**src/rtl/irq_route_pkg.sv**
```systemverilog
`timescale 1ns/1ps
package irq_route_pkg;
  localparam int IDX_W = 8;

  typedef enum logic [2:0] {
    RD_NONE, RD_CTRL, RD_MASK, RD_SYNC, RD_SEC, RD_EN, RD_PRIO, RD_PEND
  } rdSel_e;

  typedef struct packed {
    logic             wrCtrl;
    logic             wrMask;
    logic             wrSync;
    logic             wrSec;
    logic             wrEnSet;
    logic             wrEnClr;
    logic             wrPrio;
    logic [IDX_W-1:0] regIdx;
    rdSel_e           rdSel;
  } regStrobe_t;
endpackage

```
**src/rtl/irq_route_decode.sv**
```systemverilog
`timescale 1ns/1ps
module irq_route_decode
  import irq_route_pkg::*;
#(
  parameter int ADDR_W        = 12,
  parameter int NUM_BANKS     = 4,
  parameter int NUM_PRIO_REGS = 32
) (
  input  logic              busSel,
  input  logic              busWrite,
  input  logic [ADDR_W-1:0] busAddr,
  output regStrobe_t        stb
);
  localparam logic [ADDR_W-1:0] CTRL_OFF  = ADDR_W'(12'h000);
  localparam logic [ADDR_W-1:0] MASK_OFF  = ADDR_W'(12'h004);
  localparam logic [ADDR_W-1:0] SYNC_OFF  = ADDR_W'(12'h008);
  localparam logic [ADDR_W-1:0] SEC_BASE  = ADDR_W'(12'h080);
  localparam logic [ADDR_W-1:0] SET_BASE  = ADDR_W'(12'h100);
  localparam logic [ADDR_W-1:0] CLR_BASE  = ADDR_W'(12'h180);
  localparam logic [ADDR_W-1:0] PRIO_BASE = ADDR_W'(12'h400);
  localparam logic [ADDR_W-1:0] PEND_BASE = ADDR_W'(12'hD80);

  function automatic logic inWin(input logic [ADDR_W-1:0] a,
                                 input logic [ADDR_W-1:0] base,
                                 input int cnt);
    return (a >= base) && (a < base + ADDR_W'(4 * cnt));
  endfunction

  function automatic logic [IDX_W-1:0] wordIdx(input logic [ADDR_W-1:0] a,
                                               input logic [ADDR_W-1:0] base);
    return IDX_W'((a - base) >> 2);
  endfunction

  logic access;
  logic doWrite;

  assign access  = busSel && (busAddr[1:0] == 2'b00);
  assign doWrite = access && busWrite;

  always_comb begin
    stb = '0;
    stb.rdSel = RD_NONE;
    if (access) begin
      if (busAddr == CTRL_OFF) begin
        stb.rdSel  = RD_CTRL;
        stb.wrCtrl = doWrite;
      end else if (busAddr == MASK_OFF) begin
        stb.rdSel  = RD_MASK;
        stb.wrMask = doWrite;
      end else if (busAddr == SYNC_OFF) begin
        stb.rdSel  = RD_SYNC;
        stb.wrSync = doWrite;
      end else if (inWin(busAddr, SEC_BASE, NUM_BANKS)) begin
        stb.rdSel  = RD_SEC;
        stb.wrSec  = doWrite;
        stb.regIdx = wordIdx(busAddr, SEC_BASE);
      end else if (inWin(busAddr, SET_BASE, NUM_BANKS)) begin
        stb.rdSel   = RD_EN;
        stb.wrEnSet = doWrite;
        stb.regIdx  = wordIdx(busAddr, SET_BASE);
      end else if (inWin(busAddr, CLR_BASE, NUM_BANKS)) begin
        stb.rdSel   = RD_EN;
        stb.wrEnClr = doWrite;
        stb.regIdx  = wordIdx(busAddr, CLR_BASE);
      end else if (inWin(busAddr, PRIO_BASE, NUM_PRIO_REGS)) begin
        stb.rdSel  = RD_PRIO;
        stb.wrPrio = doWrite;
        stb.regIdx = wordIdx(busAddr, PRIO_BASE);
      end else if (inWin(busAddr, PEND_BASE, NUM_BANKS)) begin
        stb.rdSel  = RD_PEND;
        stb.regIdx = wordIdx(busAddr, PEND_BASE);
      end
    end
  end
endmodule

```
**src/rtl/irq_route_regs.sv**
```systemverilog
`timescale 1ns/1ps
module irq_route_regs
  import irq_route_pkg::*;
#(
  parameter int NUM_SRC = 128,
  parameter int PRIO_W  = 8,
  parameter int DATA_W  = 32
) (
  input  logic                      clk,
  input  logic                      rstN,
  input  regStrobe_t                stb,
  input  logic [DATA_W-1:0]         busWdata,
  input  logic [NUM_SRC-1:0]        pendVec,
  output logic [DATA_W-1:0]         busRdata,
  output logic [NUM_SRC-1:0]        enVec,
  output logic [NUM_SRC-1:0]        secVec,
  output logic [NUM_SRC*PRIO_W-1:0] prioVec,
  output logic [PRIO_W-1:0]         maskReg,
  output logic                      ctrlEn,
  output logic                      nsEn
);
  localparam int NUM_BANKS     = NUM_SRC / DATA_W;
  localparam int NUM_PRIO_REGS = NUM_SRC * PRIO_W / DATA_W;

  logic [DATA_W-1:0] syncReg;

  always_ff @(posedge clk or negedge rstN) begin
    if (!rstN) begin
      ctrlEn  <= 1'b0;
      nsEn    <= 1'b0;
      maskReg <= '0;
      syncReg <= '0;
      enVec   <= '0;
      secVec  <= '0;
      prioVec <= '0;
    end else begin
      if (stb.wrCtrl) begin
        ctrlEn <= busWdata[0];
        if (busWdata[2]) nsEn <= busWdata[1];
      end
      if (stb.wrMask) maskReg <= busWdata[PRIO_W-1:0];
      if (stb.wrSync) syncReg <= busWdata;
      for (int b = 0; b < NUM_BANKS; b++) begin
        if (stb.regIdx == IDX_W'(b)) begin
          if (stb.wrSec)
            secVec[b*DATA_W +: DATA_W] <= busWdata;
          if (stb.wrEnSet)
            enVec[b*DATA_W +: DATA_W] <= enVec[b*DATA_W +: DATA_W] | busWdata;
          else if (stb.wrEnClr)
            enVec[b*DATA_W +: DATA_W] <= enVec[b*DATA_W +: DATA_W] & ~busWdata;
        end
      end
      for (int r = 0; r < NUM_PRIO_REGS; r++) begin
        if (stb.wrPrio && stb.regIdx == IDX_W'(r))
          prioVec[r*DATA_W +: DATA_W] <= busWdata;
      end
    end
  end

  always_comb begin
    busRdata = '0;
    unique case (stb.rdSel)
      RD_CTRL: busRdata = DATA_W'({nsEn, ctrlEn});
      RD_MASK: busRdata = DATA_W'(maskReg);
      RD_SYNC: busRdata = syncReg;
      RD_SEC, RD_EN, RD_PEND: begin
        for (int b = 0; b < NUM_BANKS; b++) begin
          if (stb.regIdx == IDX_W'(b)) begin
            if (stb.rdSel == RD_SEC)     busRdata = secVec[b*DATA_W +: DATA_W];
            else if (stb.rdSel == RD_EN) busRdata = enVec[b*DATA_W +: DATA_W];
            else                         busRdata = pendVec[b*DATA_W +: DATA_W];
          end
        end
      end
      RD_PRIO: begin
        for (int r = 0; r < NUM_PRIO_REGS; r++) begin
          if (stb.regIdx == IDX_W'(r)) busRdata = prioVec[r*DATA_W +: DATA_W];
        end
      end
      default: busRdata = '0;
    endcase
  end

  for (genvar gb = 0; gb < NUM_BANKS; gb++) begin : g_enChk

    en_set_chk: assert property (@(posedge clk) disable iff (!rstN)
      (stb.wrEnSet && stb.regIdx == IDX_W'(gb)) |=>
        ((enVec[gb*DATA_W +: DATA_W] & $past(busWdata)) == $past(busWdata)));

    en_clr_chk: assert property (@(posedge clk) disable iff (!rstN)
      (stb.wrEnClr && stb.regIdx == IDX_W'(gb)) |=>
        ((enVec[gb*DATA_W +: DATA_W] & $past(busWdata)) == '0));

    en_keep_chk: assert property (@(posedge clk) disable iff (!rstN)
      ((stb.wrEnSet || stb.wrEnClr) && stb.regIdx == IDX_W'(gb)) |=>
        ((enVec[gb*DATA_W +: DATA_W] & ~$past(busWdata)) ==
         ($past(enVec[gb*DATA_W +: DATA_W]) & ~$past(busWdata))));
  end
endmodule

```
**src/rtl/irq_route_deliver.sv**
```systemverilog
`timescale 1ns/1ps
module irq_route_deliver #(
  parameter int NUM_SRC = 128,
  parameter int PRIO_W  = 8
) (
  input  logic                      clk,
  input  logic                      rstN,
  input  logic [NUM_SRC-1:0]        irqIn,
  input  logic [NUM_SRC-1:0]        enVec,
  input  logic [NUM_SRC-1:0]        secVec,
  input  logic [NUM_SRC*PRIO_W-1:0] prioVec,
  input  logic [PRIO_W-1:0]         maskReg,
  input  logic                      ctrlEn,
  input  logic                      nsEn,
  output logic [NUM_SRC-1:0]        pendVec,
  output logic                      irqOut,
  output logic                      fiqOut
);
  logic [NUM_SRC-1:0] passVec;
  logic               irqHit;
  logic               fiqHit;

  assign pendVec = irqIn & enVec;

  for (genvar s = 0; s < NUM_SRC; s++) begin : g_src
    assign passVec[s] = pendVec[s] && (prioVec[s*PRIO_W +: PRIO_W] < maskReg);
  end

  assign irqHit = |(passVec & secVec);
  assign fiqHit = |(passVec & ~secVec);

  always_ff @(posedge clk or negedge rstN) begin
    if (!rstN) begin
      irqOut <= 1'b0;
      fiqOut <= 1'b0;
    end else begin
      irqOut <= ctrlEn && nsEn && irqHit;
      fiqOut <= ctrlEn && fiqHit;
    end
  end


  mask_zero_blocks_chk: assert property (@(posedge clk) disable iff (!rstN)
    (maskReg == '0) |=> (!irqOut && !fiqOut));

  ctrl_off_quiet_chk: assert property (@(posedge clk) disable iff (!rstN)
    !ctrlEn |=> (!irqOut && !fiqOut));

  ns_gate_irq_chk: assert property (@(posedge clk) disable iff (!rstN)
    !nsEn |=> !irqOut);
endmodule

```
**src/rtl/irq_route_ctrl.sv**
```systemverilog
`timescale 1ns/1ps
module irq_route_ctrl
  import irq_route_pkg::*;
#(
  parameter int NUM_SRC = 128,
  parameter int PRIO_W  = 8,
  parameter int DATA_W  = 32,
  parameter int ADDR_W  = 12
) (
  input  logic               clk,
  input  logic               rstN,
  input  logic               busSel,
  input  logic               busWrite,
  input  logic [ADDR_W-1:0]  busAddr,
  input  logic [DATA_W-1:0]  busWdata,
  output logic [DATA_W-1:0]  busRdata,
  input  logic [NUM_SRC-1:0] irqIn,
  output logic               irqOut,
  output logic               fiqOut
);
  localparam int NUM_BANKS     = NUM_SRC / DATA_W;
  localparam int NUM_PRIO_REGS = NUM_SRC * PRIO_W / DATA_W;

  regStrobe_t                stb;
  logic [NUM_SRC-1:0]        enVec;
  logic [NUM_SRC-1:0]        secVec;
  logic [NUM_SRC-1:0]        pendVec;
  logic [NUM_SRC*PRIO_W-1:0] prioVec;
  logic [PRIO_W-1:0]         maskReg;
  logic                      ctrlEn;
  logic                      nsEn;

  irq_route_decode #(
    .ADDR_W(ADDR_W), .NUM_BANKS(NUM_BANKS), .NUM_PRIO_REGS(NUM_PRIO_REGS)
  ) u_decode (
    .busSel(busSel), .busWrite(busWrite), .busAddr(busAddr), .stb(stb)
  );

  irq_route_regs #(
    .NUM_SRC(NUM_SRC), .PRIO_W(PRIO_W), .DATA_W(DATA_W)
  ) u_regs (
    .clk(clk), .rstN(rstN), .stb(stb), .busWdata(busWdata),
    .pendVec(pendVec), .busRdata(busRdata), .enVec(enVec), .secVec(secVec),
    .prioVec(prioVec), .maskReg(maskReg), .ctrlEn(ctrlEn), .nsEn(nsEn)
  );

  irq_route_deliver #(
    .NUM_SRC(NUM_SRC), .PRIO_W(PRIO_W)
  ) u_deliver (
    .clk(clk), .rstN(rstN), .irqIn(irqIn), .enVec(enVec), .secVec(secVec),
    .prioVec(prioVec), .maskReg(maskReg), .ctrlEn(ctrlEn), .nsEn(nsEn),
    .pendVec(pendVec), .irqOut(irqOut), .fiqOut(fiqOut)
  );
endmodule

```
**config.mk**
```make
export PLATFORM = sky130hd
export DESIGN_NAME = irq_route_ctrl
export DESIGN_NICKNAME = d
export VERILOG_FILES = /design/src/rtl/irq_route_pkg.sv /design/src/rtl/irq_route_decode.sv /design/src/rtl/irq_route_regs.sv /design/src/rtl/irq_route_deliver.sv /design/src/rtl/irq_route_ctrl.sv
export SDC_FILE = /design/constraint.sdc
export NUM_CORES = 2
export LEC_CHECK = 0
export ABC_AREA = 1
export BUFFER_PORTS_ARGS = -buffer_cell sky130_fd_sc_hd__buf_2
export CAP_MARGIN = 15
export CORE_ASPECT_RATIO = 0.6
export CORE_MARGIN = 5
export CORE_UTILIZATION = 40
export CTS_CLUSTER_DIAMETER = 80
export CTS_CLUSTER_SIZE = 40
export DETAILED_ROUTE_END_ITERATION = 7
export GPL_ROUTABILITY_DRIVEN = 0
export PLACE_DENSITY = 0.61
export SLEW_MARGIN = 20
export SYNTH_ARGS = -nofsm -noshare
export SYNTH_HDL_FRONTEND = slang
export SYNTH_HIERARCHICAL = 1
export SYNTH_SLANG_ARGS = --single-unit
```
**constraint.sdc**
```tcl
create_clock -name clk -period 4.2 [get_ports clk]
set_input_delay 0.21 -clock clk [delete_from_list [all_inputs] [get_ports clk]]
set_output_delay 0.21 -clock clk [all_outputs]
set_load 0.03 [all_outputs]
```
# Word level (Yosys, flattened, before mapping)
# Index checks and enable logic that the tools add are counted.
[op_classes]
bitwise_logic = 13
n_reduce_logical = 186
mux = 75
shifts = 0
n_addsub = 5
eq_ne = 40
multipliers = 0
magnitude_cmp = 138
n_div = 0
[ops]
columns = ["op", "n"]
rows = [
  ["$mux 32", 52],
  ["$lt 8x8->1", 128],
  ["$and 128x128->128", 3],
  ["$reduce_or 128->1", 2],
  ["$logic_and 1x1->1", 170],
  ["$pmux 32 s5", 1],
  ["$and 32x32->32", 4],
  ["$eq 8x5->1 const B", 16],
  ["$not 128->128", 1],
  ["$or 32x32->32", 4],
  ["$eq 8x4->1 const B", 8],
  ["$mux 11", 5],
  ["$eq 8x3->1 const B", 4],
  ["$not 32->32", 1],
  ["$sub 10x9->10 const B", 3],
  ["$ge 12x9->1 const B", 2],
  ["$lt 12x9->1 const B", 2],
  ["$mux 18", 1],
  ["$reduce_and 2->1", 9],
  ["$eq 8x2->1 const B", 2],
  ["$mux 14", 1],
  ["$mux 13", 1],
  ["$eq 12x3->1 const B", 1],
  ["$eq 12x4->1 const B", 1],
  ["other kinds (21)", 35],
]
[word_totals]
wordCells = 503
memories = 0
latchBits = 0
out_inout_bits = 34
ff_bits = 1324
mem_bits_ro = 0
in_bits = 176
ramBits = 0

# Longest topological paths before layout
[depth]
ltp_word = 45
ltp_mapped = 38
ltp_nobuf = 37

# Cells and area by module
# The synthesis kept the hierarchy.
[by_module_without_submodules]
columns = ["module", "cells_per_inst", "area_per_inst_um2", "n_inst", "seq_area_each_um2"]
rows = [
  ["irq_route_regs", 7412, 59726.0, 1, 33081.7],
  ["irq_route_deliver", 4149, 24878.9, 1, 50.0],
  ["irq_route_decode", 122, 696.9, 1, 0.0],
]

# Worst setup path before layout
# OpenSTA, ideal clock, no wires.
[synth_timing]
path_kind = "flip-flop to flip-flop"
start = "register u_regs.maskReg[7]"
end = "register u_deliver.fiqOut"
synth_period_minus_slack_ps = 3918
path_buffers = 0
path_slack_ps = 282
setup_ps = 77
path_stages_with_launch = 15
required_time_ps = 4123
arrival_ps = 3840
path_cell_list = "dfrtp_1 -> inv_1 -> ha_1 -> nand2_1 -> inv_1 -> and3_1 -> nor2_1 -> nand3_1 -> nand2_1 -> nor2_1 -> nand2_1 -> nor2_1 -> nand2_1 -> nor2_1 -> a21oi_1"
[synth_via]
elab_chain_len = 5
word_cells_on_any_way = 259
cone_classes = "order compare: 128; bitwise: 1; reduce/logical: 130"
[synth_rtl]
columns = ["item", "line", "text"]
rows = [
  ["start: declaration", "irq_route_regs.sv:18", "output logic [PRIO_W-1:0] maskReg,"],
  ["start signal: assignment", "irq_route_regs.sv:41", "if (stb.wrMask) maskReg <= busWdata[PRIO_W-1:0];"],
  ["$lt 8x8->1", "irq_route_deliver.sv:26", "assign passVec[s] = pendVec[s] && (prioVec[s*PRIO_W +: PRIO_W] < maskReg);"],
  ["$logic_and 1x1->1", "irq_route_deliver.sv:26", ""],
  ["$and 128x128->128 *", "irq_route_deliver.sv:30", "assign fiqHit = |(passVec & ~secVec);"],
  ["$reduce_or 128->1 *", "irq_route_deliver.sv:30", ""],
  ["$logic_and 1x1->1 *", "irq_route_deliver.sv:38", "fiqOut <= ctrlEn && fiqHit;"],
  ["end signal: assignment", "irq_route_deliver.sv:38", ""],
  ["end: declaration", "irq_route_deliver.sv:17", "output logic fiqOut"],
]
# Every way passes the cells marked *; elsewhere a longest branch is shown, timed or not.
# A chain may end at the register's enable or synchronous reset.

==> flow_summary.yaml <==
run_status:
  status: "finished, violations left"
  violations: "DRC, setup timing"
timing:
  hold_viol: 0
  relSlewSlack_pct: 13.7
  fin_crit_sh_pct: 139
  final.min_clock_period_ns: 5.85
  finalMaxSlewViolations: 0
  setup_viol_count_final: 32
  rsz0062_at_grt: "yes"
  setup_ws_ns: -1.65
  clock_skew_ns: 0.0715
  timing.fmax_mhz: 171
  tightest_slew_ns: 1.29
grt:
  gr-total-overflow: 0
  antenna_found_initial: 35
  grtUsageTotal_pct: 36.0
  grt_pass1_wl_um: 586000
  grt_max_degree: 142
  grt_pass1_vias: 80900
min_path:
  worstHoldStart: "busWdata[14]"
  hp-class: "in -> reg"
detailed_routing:
  wl_um: 421000
  post_drt_wl_per_cell_um: 27.7
  via_per_inst: 5.92
  num_vias: 89900
  drc: 3
  drt_iter0_markers: 15300
  ant_nets: 0
  dr.pass1.iters: 8
clock_tree:
  cts_tree: "built"
  cts-root-buf: "clkbuf_16"
  cts_buffers: 57
  clkSlewWorstSetupHoldPaths_ns: 0.10
  cts_htree_levels: 2
  numClockSinks: 1324
  clock_latency_ns: 0.82
  cts_buffer_depth: 3
pwr:
  ir_worst_vdd_uv: 382
  power_density_nw_per_um2: 230
  leakagePower_uw: 0.0518
  total_power_uw: 23300
synthesis:
  synthDistinctLibCells: 49
  synth.ff_latch_count: 1324
  synth_ff_type: "dfrtp_1"
  synth_top_cell_by_area: "dfrtp_1"
  synth_top_area_share_pct: 38.8
  avgSynthCellArea_um2: 7.30
  synthCells: 11700
  synth-async-reset-ratio_pct: 100
  synth-edff-count: 0
  syn-num-nets: 12800
  synth_area_um2: 85300
  ys_top_cells_by_area: "dfrtp_1 (39%), nand2_1 (18%), ha_1 (13%)"
  yosys_warnings: 6
  yosysSeqAreaShare_pct: 38.8
place:
  place_area_um2: 94700
  place_ws_ns: -1.90
  hpwl_um: 305000
  io_buffers: 209
die:
  initial_utilization_pct: 40.2
  rows: 131
  pin_count: 210
  die_w_um: 606
  core_um2: 212000
  die_area_um2: 223000
  die_h_um: 368
cells_and_area:
  design_area_um2: 101000
  multi_input_area_um2: 48900
  final_common_cell: "nand2_1"
  drive_gt1_share_pct: 14.6
  nNetsFinal: 13300
  syn_to_final_growth_pct: 18.8
  regArea_um2: 33100
  nFillCells: 20600
  final_cell_mix: "nand2_1 (3824), o21ai_0 (1426), dfrtp_1 (1323)"
worst_setup_path:
  regToRegStartpoint: "u_regs/maskReg[6]$_DFFE_PN0P_"
  crit_slowest_cell: "nor3_2"
  cp_max_fo: 6
  setup.worst_path.start: "busAddr[1]"
  crit_type: "in -> out"
  cp.required_ns: 3.99
  cp_common_cell: "buf_6"
  critPathMaxStageDelay_ns: 0.33
  cp.arrival_ns: 5.64
  start_kind: "input port"
  endpoint_kind: "output pin"
flow_run:
  cap_viol_max_count: 0
==> area by class of cell <==
| class | instances | area share (%) |
|---|---|---|
| multi-input combinational | 8844 | 48.3 |
| sequential | 1324 | 32.7 |
| timing repair buffer | 1059 | 9.72 |
| inverter | 970 | 3.71 |
| tap | 2859 | 3.53 |
| clock buffer | 62 | 1.44 |
| clock inverter | 43 | 0.592 |
| antenna | 13 | 0.0321 |
| timing repair inverter | 1 | 0.00618 |
==> metrics by stage <==
step | std cells | setup TNS, ns | hold WS (ns) | util, %
after global placement | 14900 | -44.09 | 0.155 | 44.6
after global routing | 15200 | -45.59 | 0.0562 | 47.7
final | 15200 | -42.90 | 0.0310 | 47.7
after CTS | 15100 | -160.43 | 0.00472 | 46.9
after floorplan | 11700 | 0 | -0.0856 | -
after detailed placement | 14900 | -49.03 | 0.153 | 44.6
==> kinds of logic after synthesis <==
logic type / count (synthesis) / share of synthesized area (%)
AO/OA/AOI/OAI: 2018 / 12.3
XOR/XNOR: 1 / 0.0103
adder cells (fa/ha/maj): 902 / 13.2
buffers and inverters: 1515 / 6.85
flip-flops: 1324 / 38.8
multiplexers: 64 / 0.754
AND/OR/NAND/NOR: 5859 / 28.0
==> flip-flops by register name (all words and copies together), names as in the netlist, named ones only <==
signal / count
u_deliver/irqOut: 1
u_deliver/fiqOut: 1
u_regs/maskReg: 8
u_regs/ctrlEn: 1
u_regs/prioVec: 1024
u_regs/secVec: 128
u_regs/nsEn: 1
u_regs/syncReg: 32
==> final timing paths <==
| check | to | slack, ns | cells after the start |
|---|---|---|---|
| max | busRdata[13] | -1.65 | 43 |
| min | flip-flop | 0.03 | 4 |
| max reg2reg | u_deliver/fiqOut$_DFF_PN0_ | 0.53 | 14 |
| min reg2reg | flip-flop | 0.51 | 2 |
| max in group asynchronous | asynchronous set/reset pin | 2.90 | 4 |
| min in group asynchronous | u_regs/prioVec[426]$_DFFE_PN0P_ | 0.15 | 3 |
==> what timing repair did <==
| action | CTS | global route |
|---|---|---|
| hold endpoints to repair | 667 | 0 |
| buffers inserted | 65 | 49 |
| gates resized for setup | 502 | 326 |
| setup endpoints to repair | 32 | 160 |
| hold buffers | 34 | 0 |
| gates cloned | 4 | 10 |
| pin swaps | 282 | 387 |
==> worst max-delay path, delay by kind of cell <==
kind | cells | cell delay [ns]
buffers and inverters | 12 | 1.51
AOI/OAI and AO/OA | 1 | 0.15
and+or+nand+nor | 30 | 3.70
==> report_power, final <==
group          total [uW]  switching [uW]  internal [uW]  leakage [uW]
registers           12800            53.0          12800        0.0185
logic                2390            1800            590        0.0324
clock network        8090            5300           2800      0.000970
total               23300            7150          16200        0.0518
==> layer usage <==
metal	global-route usage [%]	up-vias	part of all wire [%]
li1	-	39200	-
met1	51.3	42900	39
met2	44.7	6825	36
met3	15.4	983	18
met4	19.9	12	7.0
met5	0	-	0.019
==> cells in the mapped netlist (6+ instances only) <==
| cell type | number |
|---|---|
| inv_2 | 17 |
| nand3b_1 | 47 |
| nor2_2 | 14 |
| nand2_1 | 4065 |
| nand2_2 | 9 |
| inv_1 | 952 |
| or2_2 | 82 |
| o21ai_1 | 55 |
| nand4_1 | 264 |
| a21oi_1 | 373 |
| o221ai_1 | 33 |
| o21bai_1 | 19 |
| a21boi_1 | 10 |
| mux2i_1 | 62 |
| o211ai_1 | 35 |
| o22ai_1 | 14 |
| buf_6 | 15 |
| ha_1 | 902 |
| or2_1 | 19 |
| nor2_4 | 7 |
| nand3_1 | 396 |
| o21ai_0 | 1459 |
| buf_1 | 13 |
| clkbuf_1 | 489 |
| nor2_1 | 893 |
| buf_2 | 25 |
| a221oi_1 | 6 |
| and3_1 | 40 |
| dfrtp_1 | 1324 |
Note: power is estimated with default switching activity, not from simulation.
